## src/rtl/fpstat_pkg.sv

```systemverilog
package fpstat_pkg;
   localparam int NFLAG    = 5;
   localparam int FCC_W    = 2;
   // flag positions inside each field (MSB first: invalid .. inexact)
   localparam int FL_NV    = 4;
   localparam int FL_OF    = 3;
   localparam int FL_UF    = 2;
   localparam int FL_DZ    = 1;
   localparam int FL_NX    = 0;
   // status word layout
   localparam int CEXC_LSB = 0;
   localparam int AEXC_LSB = CEXC_LSB + NFLAG;
   localparam int TEM_LSB  = AEXC_LSB + NFLAG;
   localparam int NS_BIT   = TEM_LSB + NFLAG;
   localparam int FCC_LSB  = NS_BIT + 1;
   localparam int STAT_W   = FCC_LSB + FCC_W;

   typedef logic [NFLAG-1:0] flags_t;

   typedef struct packed {
      logic [FCC_W-1:0] fcc;
      logic             ns;
      flags_t           tem;
      flags_t           aexc;
      flags_t           cexc;
   } stat_t;
endpackage

```

## src/rtl/fpstat_flush.sv

```systemverilog
module fpstat_flush
   import fpstat_pkg::*;
#(
   parameter int DATA_W   = 32,
   parameter bit FLUSH_EN = 1'b1
) (
   input  logic              ns,
   input  logic              subn,
   input  flags_t            exc_in,
   input  logic [DATA_W-1:0] res_in,
   output flags_t            exc_out,
   output logic [DATA_W-1:0] res_out
);
   localparam flags_t UF_MASK = flags_t'(1) << FL_UF;

   generate
      if (FLUSH_EN) begin : g_flush
         logic do_flush;
         assign do_flush = ns & subn;
         always_comb begin
            exc_out = do_flush ? (exc_in & ~UF_MASK) : exc_in;
            res_out = do_flush ? '0 : res_in;
         end
      end else begin : g_pass
         logic unused_mode;
         assign unused_mode = ns ^ subn;
         assign exc_out = exc_in;
         assign res_out = res_in;
      end
   endgenerate
endmodule

```

## src/rtl/fpstat_trap_decide.sv

```systemverilog
module fpstat_trap_decide
   import fpstat_pkg::*;
(
   input  logic   op_valid,
   input  logic   unfin,
   input  flags_t eff_exc,
   input  flags_t tem,
   output logic   trap,
   output logic   res_we,
   output flags_t cause
);
   always_comb begin
      cause  = eff_exc & tem;
      trap   = op_valid & (unfin | (|cause));
      res_we = op_valid & ~trap;
   end
endmodule

```

## src/rtl/fpstat_reg.sv

```systemverilog
module fpstat_reg
   import fpstat_pkg::*;
(
   input  logic             clk,
   input  logic             rst_n,
   input  logic             sw_wr_en,
   input  stat_t            sw_data,
   input  logic             op_valid,
   input  logic             trap,
   input  logic             unfin,
   input  flags_t           eff_exc,
   input  flags_t           cause,
   input  logic [FCC_W-1:0] op_cc,
   output stat_t            st
);
   always_ff @(posedge clk) begin
      if (!rst_n) begin
         st <= '0;
      end else if (sw_wr_en) begin
         st <= sw_data;
      end else if (op_valid) begin
         if (trap) begin
            if (!unfin) st.cexc <= cause;
         end else begin
            st.cexc <= eff_exc;
            st.aexc <= st.aexc | eff_exc;
            st.fcc  <= op_cc;
         end
      end
   end
endmodule

```

## src/rtl/fpstat_trap_ctrl.sv

```systemverilog
module fpstat_trap_ctrl
   import fpstat_pkg::*;
#(
   parameter int DATA_W   = 32,
   parameter bit FLUSH_EN = 1'b1
) (
   input  logic              clk,
   input  logic              rst_n,
   input  logic              sw_wr_en,
   input  logic [17:0]       sw_wr_data,
   input  logic              op_valid,
   input  logic [4:0]        op_exc,
   input  logic [1:0]        op_cc,
   input  logic [DATA_W-1:0] op_result,
   input  logic              op_unfin,
   input  logic              op_subn,
   output logic [17:0]       stat_word,
   output logic              trap_pulse,
   output logic              res_we,
   output logic [DATA_W-1:0] res_data
);
   generate
      if (DATA_W < 1) begin : g_bad_width
         $error("fpstat_trap_ctrl: DATA_W must be positive");
      end
      if (STAT_W != 18 || NFLAG != 5 || FCC_W != 2) begin : g_bad_layout
         $error("fpstat_trap_ctrl: status layout does not match port widths");
      end
   endgenerate

   stat_t  st;
   flags_t eff_exc;
   flags_t cause;

   fpstat_flush #(.DATA_W(DATA_W), .FLUSH_EN(FLUSH_EN)) u_flush (
      .ns      (st.ns),
      .subn    (op_subn),
      .exc_in  (flags_t'(op_exc)),
      .res_in  (op_result),
      .exc_out (eff_exc),
      .res_out (res_data)
   );

   fpstat_trap_decide u_decide (
      .op_valid (op_valid),
      .unfin    (op_unfin),
      .eff_exc  (eff_exc),
      .tem      (st.tem),
      .trap     (trap_pulse),
      .res_we   (res_we),
      .cause    (cause)
   );

   fpstat_reg u_reg (
      .clk      (clk),
      .rst_n    (rst_n),
      .sw_wr_en (sw_wr_en),
      .sw_data  (stat_t'(sw_wr_data)),
      .op_valid (op_valid),
      .trap     (trap_pulse),
      .unfin    (op_unfin),
      .eff_exc  (eff_exc),
      .cause    (cause),
      .op_cc    (op_cc),
      .st       (st)
   );

   assign stat_word = st;
endmodule

```

## config.mk

```make
export PLATFORM = sky130hd
export DESIGN_NAME = fpstat_trap_ctrl
export DESIGN_NICKNAME = d
export VERILOG_FILES = /design/src/rtl/fpstat_pkg.sv /design/src/rtl/fpstat_flush.sv /design/src/rtl/fpstat_trap_decide.sv /design/src/rtl/fpstat_reg.sv /design/src/rtl/fpstat_trap_ctrl.sv
export SDC_FILE = /design/constraint.sdc
export NUM_CORES = 1
export LEC_CHECK = 0
export BUFFER_PORTS_ARGS = -buffer_cell sky130_fd_sc_hd__buf_2
export CORE_MARGIN = 2
export CORE_UTILIZATION = 37
export CTS_BUF_LIST = sky130_fd_sc_hd__clkbuf_8 sky130_fd_sc_hd__clkbuf_16
export CTS_CLUSTER_DIAMETER = 60
export CTS_CLUSTER_SIZE = 30
export DETAILED_ROUTE_END_ITERATION = 8
export PLACE_DENSITY_LB_ADDON = 0.05
export SKIP_LAST_GASP = 1
export SLEW_MARGIN = 20
export SYNTH_ARGS = -nofsm -noshare
export SYNTH_HDL_FRONTEND = slang
export SYNTH_SLANG_ARGS = --single-unit
```

## constraint.sdc

```tcl
create_clock -name clk -period 2.78 [get_ports clk]
set_input_delay 0.278 -clock clk [delete_from_list [all_inputs] [get_ports clk]]
set_output_delay 0.278 -clock clk [all_outputs]
set_load 0.01 [all_outputs]
```

Word level (Yosys, flattened, before mapping)
Index checks and enable logic that the tools add are counted.

storage, ports and cells
  bits in registers = 18
  output and inout bits = 52
  word-level logic and storage cells = 28

operators by class
  equality and inequality tests = 2
  multiplexer cells = 10
  bitwise operators = 7
  reductions and logical operators = 4

operators with widths
  kind                count
  $mux 32             1
  $mux 10             2
  $mux 5              3
  $mux 2              3
  $and 5x5->5         1
  $or 5x5->5          1
  $reduce_or 5->1     1
  $reduce_and 2->1    2
  $and 1x1->1         3
  $mux 3              1
  $ne 3x3->1 const B  1
  $ne 2x2->1 const B  1
  $reduce_bool 2->1   1
  $not 1->1           1
  $or 1x1->1          1

Depth between registers and ports, before layout
Gate-level depths: netlist of the first run.

  depth in word-level cells = 9
  gate-level depth with buffers = 5
  gate-level depth less buffers = 4

Hierarchy
Synthesis of the first run repeated with hierarchy kept, for this count alone.

second synthesis, totals
  cell total of the unflattened synthesis = 145
  area total of the unflattened synthesis = 1252.5 um2

modules (own cells, without submodules)
  module              times used  cells an instance  area an instance (um2)  sequential area each (um2)
  fpstat_reg          1           91                 847.1                   360.3
  fpstat_flush        1           43                 334.1                   0.0
  fpstat_trap_decide  1           11                 71.3                    0.0

Worst setup path after synthesis of the first run
No wires, ideal clock.

  path kind = flip-flop to output port
  start = register u_reg.st[14] (netlist name)
  end = output port trap_pulse
  arrival = 1.130 ns
  setup slack = 1.372 ns
  cell stages (with the launch flop) = 5
  path buffers = 1
  cells stage by stage = dfxtp_1 -> a222oi_1 -> o211a_1 -> buf_6 -> nor2_1

on the way
  word-level cells in the longest chain between the ends = 4

RTL lines
  what             RTL line                  RTL
  $and 5x5->5      fpstat_trap_decide.sv:13  cause = eff_exc & tem;
  $reduce_or 5->1  fpstat_trap_decide.sv:14  trap = op_valid & (unfin | (|cause));
  $or 1x1->1       fpstat_trap_decide.sv:14
  $and 1x1->1      fpstat_trap_decide.sv:14
  to (decl)        fpstat_trap_ctrl.sv:18    output logic trap_pulse,

Every way passes these cells.

Final worst setup path of the first run
  start = register u_reg.st[14] (netlist name)
  end = output port trap_pulse

on the way
  word-level cells in the longest chain between the ends = 4

RTL lines
  what             RTL line
  $and 5x5->5      fpstat_trap_decide.sv:13
  $reduce_or 5->1  fpstat_trap_decide.sv:14
  $or 1x1->1       fpstat_trap_decide.sv:14
  $and 1x1->1      fpstat_trap_decide.sv:14

Every way passes these cells.

==> flow_metrics.env, run 1 <==
export IMPL_run_status="completed"
export IMPL_maxClockFrequency_mhz=505
export IMPL_avgRoutedWirePerCell_microns=13.2
export IMPL_count_of_nets_after_finishing=307
export IMPL_number_of_i_o_port_buffers=114
export IMPL_timing_max_transition_violations_final=0
export IMPL_reg_largest_list="u_reg.st (18)"
export IMPL_finalClockSkew_ps=4.50
export IMPL_cts_htree_levels=1
export IMPL_initial_core_util_pct=39.2
export IMPL_area_of_all_placed_cells_without_fillers_sq_um=1690
export IMPL_ctsLongestPathBuffers=2
export IMPL_post_cts_buffers=0
export IMPL_synth_top_area_cell="dfxtp_1"
export IMPL_n_antenna_cell=0
export IMPL_clk_root_buffer_cell="clkbuf_8"
export IMPL_drtIter0Drc=58
export IMPL_number_of_cts_inserted_buffers=3
export IMPL_setup_tns_final_ps=0
export IMPL_r2r_end="u_reg.st[0]"
export IMPL_ys_warn_count=0
export IMPL_worstMarginPinSlew_ps=561
export IMPL_synth_cells=135
export IMPL_layout_commonest_cell="buf_2"
export IMPL_synth_top_cell_area_share_pct=33.3
export IMPL_timing_hold_worst_start="sw_wr_data[12]"
export IMPL_setup_worst_path_start_class="flip-flop"
export IMPL_core_area_sq_um=2760
export IMPL_detailedRoute_firstPassIterationCount=4
export IMPL_largest_register_ff_count=18
export IMPL_timing_slew_headroom_pct=62.5
export IMPL_worstPathArrival_ps=1700
export IMPL_finalHoldWorstSlack_ps=277
export IMPL_hold_class="input port to flip-flop"
export IMPL_synthesis_area_sq_um=1080
export IMPL_syn_mean_instance_area_sq_um=8.02
export IMPL_unrepaired_setup_endpoints_after_global_routing="false"
export IMPL_top_register="u_reg.st"
export IMPL_postRouteAntennaNets=0
export IMPL_max_cap_violations=0
export IMPL_flow_area_growth_from_synthesis_pct=56.4
export IMPL_grt_antenna_before_repair=0
export IMPL_cts_sinks=18
export IMPL_vias_per_cell=4.99
export IMPL_core_rowCount=19
export IMPL_max_vdd_ir_drop_uv=463
export IMPL_ys_async_sr_fraction_pct=0
export IMPL_synth_seq_cells=18
export IMPL_whs_endpoint="u_reg.st[12]"
export IMPL_cts_tree="done"
export IMPL_final_period_minus_worst_setup_slack_ps=1980
export IMPL_dp_hpwl_microns=2970
export IMPL_post_route_period_util_pct=71.3
export IMPL_static_leakage_power_nw=0.902
export IMPL_routed_via_count=1367
export IMPL_fp_dieW_microns=58.1
export IMPL_global_route_usage_total_pct=20.4
export IMPL_critical_path_reg2reg_startpoint="u_reg.st[14]"
export IMPL_worst_path_max_fanout=12
export IMPL_setup_violations=0
export IMPL_floorplan_die_height_microns=58.1
export IMPL_routed_wirelength_microns=3610
export IMPL_grt_overflow_total=0
export IMPL_ys_dominant_reg_cell="dfxtp_1"
export IMPL_vias_in_the_first_global_route=1217
export IMPL_critical_path_required_ps=2500
export IMPL_synth_nets=198
export IMPL_grt_start_max_net_pins=35
export IMPL_setup_worst_path_start="u_reg.st[14]"
export IMPL_post_cts_resized_instances=0
export IMPL_clkTransAtPathRegs_ps=70
export IMPL_seq_area_frac_synth_pct=33.3
export IMPL_synthTopCellsByArea="dfxtp_1 33%, and2_1 19%, o21ai_0 6.0%"
export IMPL_place_area_sq_um=1640
export IMPL_wire_length_of_the_first_global_routing_pass_microns=5360
export IMPL_holdBufCountCts=0
export IMPL_worstSetupPathType="flip-flop to primary output"
export IMPL_min_path_cells=3
export IMPL_die_area_sq_um=3370
export IMPL_power_density_nw_per_um2=416
export IMPL_pin_count=115
export IMPL_gp_congestion=0.786
export IMPL_reg2reg_depth=4
export IMPL_yosysUniqueCellTypes=26
export IMPL_synth_edff_count=0
export IMPL_fraction_of_final_layout_cells_sized_beyond_drive_strength_1_pct=49.8
export IMPL_hold_viol_final=0
export IMPL_reg2reg_slack_ps=1160
export IMPL_end_kind="primary output"
export IMPL_mostFrequentLayoutCells="114 x buf_2, 33 x and2_1, 18 x dfxtp_1"
export IMPL_worst_skew_pair_late_latency_ps=250
export IMPL_detail_route_drc_violations=0
==> critical path, stage by stage, from the launching register on <==
cell and delay, ps:
dfxtp_1 350, a222oi_1 450, o211a_1 450, nor2_1 60, buf_2 140
==> cell usage after synthesis, types with 2 or more instances <==
cell / n
and2_1: 33
dfxtp_1: 18
o21ai_0: 13
nand2_1: 11
a21oi_1: 7
a31oi_1: 7
clkbuf_1: 6
mux2i_1: 6
nor2b_1: 6
o21a_1: 5
o311a_1: 4
inv_1: 3
buf_4: 2
nor2_1: 2
==> cells by family after synthesis <==
family	share of synthesized area, %
simple gates	29.4
compound gates	25.8
flops	33.3
buf+inv	6.01
mux	5.55
==> per-stage QoR <==
step                      power (mW)  instances  setup slack (ps)  utilization, %
after global placement         0.497        270              1080            59.4
after CTS                      0.713        274               856            61.4
after detailed placement       0.503        270              1070            59.4
after global routing           0.750        274               687            61.4
after floorplan                0.402        135              1370               -
final                          0.705        274               799            61.4
==> metal layers <==
layer	vias up	global-route usage (%)	routed length [microns]
met5	-	0	0
li1	681	-	-
met3	5	6.03	314
met4	0	2.99	30
met1	611	25.3	1460
met2	70	35.7	1810
==> power by group <==
group | switching, mW | leakage (nW) | internal [mW]
combinational | 0.106 | 0.724 | 0.103
clock | 0.0831 | 0.0288 | 0.126
sequential | 0.0113 | 0.149 | 0.276
total | 0.201 | 0.902 | 0.504
==> final cells by class <==
type | instances | area [sq um]
clock buffer | 4 | 55.1
fill | 273 | 1060
inverter | 3 | 11.3
multi-input combinational | 104 | 657
sequential | 18 | 360
tap | 31 | 38.8
timing repair buffer | 114 | 571
==> how the worst max path moves through the flow <==
stage	cells after the start	slack (ps)	endpoint
4_1_cts	4	860	trap_pulse
6_report	4	800	trap_pulse
3_3_place_gp	5	1080	trap_pulse
3_5_place_dp	5	1070	trap_pulse
2_1_floorplan	4	1370	trap_pulse
5_1_grt	4	690	trap_pulse
(Power assumes the default switching activity.)
==> inputs of run 2 (changes only) <==
- CORE_UTILIZATION: 37 -> 31
- clock period: 2.78 -> 1.8 ns (I/O delays scaled with it)
==> flow_metrics.env, run 2 (synthesis results as in run 1) <==
export IMPL_dp_hpwl_microns=2860
export IMPL_count_of_nets_after_finishing=312
export IMPL_pin_count=115
export IMPL_initial_core_util_pct=32.4
export IMPL_dp_worst_setup_slack_ps=250
export IMPL_multi_input_area_sq_um=657
export IMPL_die_area_sq_um=3980
export IMPL_timing_slew_headroom_pct=70.7
export IMPL_cts_tree="done"
export IMPL_grt_util_met3_pct=6.07
export IMPL_r2r_end="u_reg.st[7]"
export IMPL_global_route_usage_total_pct=17.5
export IMPL_worstMarginPinSlew_ps=438
export IMPL_hold_class="input port to flip-flop"
export IMPL_holdBufCountCts=0
export IMPL_grt_antenna_before_repair=0
export IMPL_reg2reg_slack_ps=230
export IMPL_floorplan_die_height_microns=63.1
export IMPL_power_total_mw=1.10
export IMPL_avgRoutedWirePerCell_microns=12.3
export IMPL_fin_cells=294
export IMPL_fraction_of_final_layout_cells_sized_beyond_drive_strength_1_pct=51.2
export IMPL_place_detailed_instances=287
export IMPL_setup_tns_final_ps=0
export IMPL_wire_length_of_the_first_global_routing_pass_microns=5600
export IMPL_detail_route_drc_violations=0
export IMPL_grt_overflow_total=0
export IMPL_critical_path_reg2reg_startpoint="u_reg.st[14]"
export IMPL_clkTransAtPathRegs_ps=70
export IMPL_setup_worst_path_start="u_reg.st[14]"
export IMPL_ff_latch_area_sq_um=360
export IMPL_postRouteAntennaNets=0
export IMPL_flow_area_growth_from_synthesis_pct=61.6
export IMPL_min_path_cells=3
export IMPL_finalClockSkew_ps=2.77
export IMPL_cts_htree_levels=1
export IMPL_max_cap_violations=0
export IMPL_layout_commonest_cell="buf_2"
export IMPL_global_route_usage_met1_pct=21.3
export IMPL_gp_congestion=0.709
export IMPL_core_rowCount=21
export IMPL_maxClockFrequency_mhz=588
export IMPL_clk_root_buffer_cell="clkbuf_8"
export IMPL_vias_per_cell=4.55
export IMPL_n_antenna_cell=0
export IMPL_fin_ws_ps=98.4
export IMPL_vias_in_the_first_global_route=1223
export IMPL_power_density_nw_per_um2=629
export IMPL_routed_wirelength_microns=3610
export IMPL_worstPathArrival_ps=1520
export IMPL_post_route_util_pct=52.4
export IMPL_timing_max_transition_violations_final=0
export IMPL_grt_start_max_net_pins=35
export IMPL_number_of_cts_inserted_buffers=3
export IMPL_timing_hold_worst_start="sw_wr_data[15]"
export IMPL_cts_sinks=18
export IMPL_run_status="completed"
export IMPL_critical_path_required_ps=1620
export IMPL_fp_dieW_microns=63.1
export IMPL_detailedRoute_firstPassIterationCount=4
export IMPL_grt_met2_usage_pct=29.7
export IMPL_area_of_all_placed_cells_without_fillers_sq_um=1750
export IMPL_post_route_period_util_pct=94.5
export IMPL_drtIter0Drc=23
export IMPL_globalRoute_busiestLayer="met2"
export IMPL_whs_endpoint="u_reg.st[15]"
export IMPL_unrepaired_setup_endpoints_after_global_routing="false"
export IMPL_filler_cell_count=352
export IMPL_place_area_sq_um=1670
export IMPL_setup_violations=0
export IMPL_number_of_i_o_port_buffers=114
export IMPL_max_vdd_ir_drop_uv=516
export IMPL_finalHoldWorstSlack_ps=183
export IMPL_core_area_sq_um=3340
export IMPL_worstSetupPathType="flip-flop to primary output"
export IMPL_routed_via_count=1338
export IMPL_worst_path_max_fanout=7
export IMPL_worst_skew_pair_late_latency_ps=250
export IMPL_reg_largest_list="u_reg.st (18)"
export IMPL_ctsLongestPathBuffers=2
export IMPL_reg2reg_depth=5
export IMPL_final_period_minus_worst_setup_slack_ps=1700
export IMPL_top_register="u_reg.st"
export IMPL_static_leakage_power_nw=0.921
export IMPL_largest_register_ff_count=18
export IMPL_mostFrequentLayoutCells="114 x buf_2, 33 x and2_1, 18 x dfxtp_1"
export IMPL_end_kind="primary output"
export IMPL_setup_worst_path_start_class="flip-flop"
export IMPL_hold_viol_final=0
## run 2: cell types whose count changed in the layout (fill, tap and decap cells not counted), sizes merged
cell  before  now
buf      114  119
## run 2: metal layers
layer  part of all wire, %  wire length (microns)
met1                    44                   1580
met2                    46                   1670
met3                   9.5                    341
met4                  0.53                     19
met5                     0                      0
## run 2: worst max-delay path: stages, from the launching register on
cell	delay [ps]
dfxtp_1	340
a222oi_1	390
o211a_2	340
nor2_1	50
buf_2	140
## run 2: worst max-delay path by stage
| stage | to | cells past startpoint | slack, ps |
|---|---|---|---|
| after CTS | trap_pulse | 4 | 0.6 |
| after global routing | res_we | 4 | 2 |
| after detailed placement | trap_pulse | 4 | 250 |
| after global placement | trap_pulse | 5 | 270 |
| final | trap_pulse | 4 | 100 |
| after floorplan | u_reg.st[1] | 5 | 420 |
## run 2: layout make-up
type | count | share of cell area (%)
Clock buffer | 4 | 3.15
Inverter | 3 | 0.644
Multi-Input combinational cell | 104 | 37.6
Sequential cell | 18 | 20.6
Tap cell | 46 | 3.29
Timing Repair Buffer | 119 | 34.8
## run 2: power breakdown
part	internal [mW]	total (mW)	switching, mW
clock network	0.194	0.325	0.131
registers	0.426	0.443	0.0175
logic	0.169	0.332	0.163
total	0.789	1.10	0.312
## run 2: repair_timing
| action | CTS | global route |
|---|---|---|
| hold endpoints to repair | 0 | 0 |
| resized for setup | 1 | 0 |
| setup endpoints to repair | 1 | 2 |
| buffers inserted | 0 | 3 |
| pin swaps | 1 | 2 |
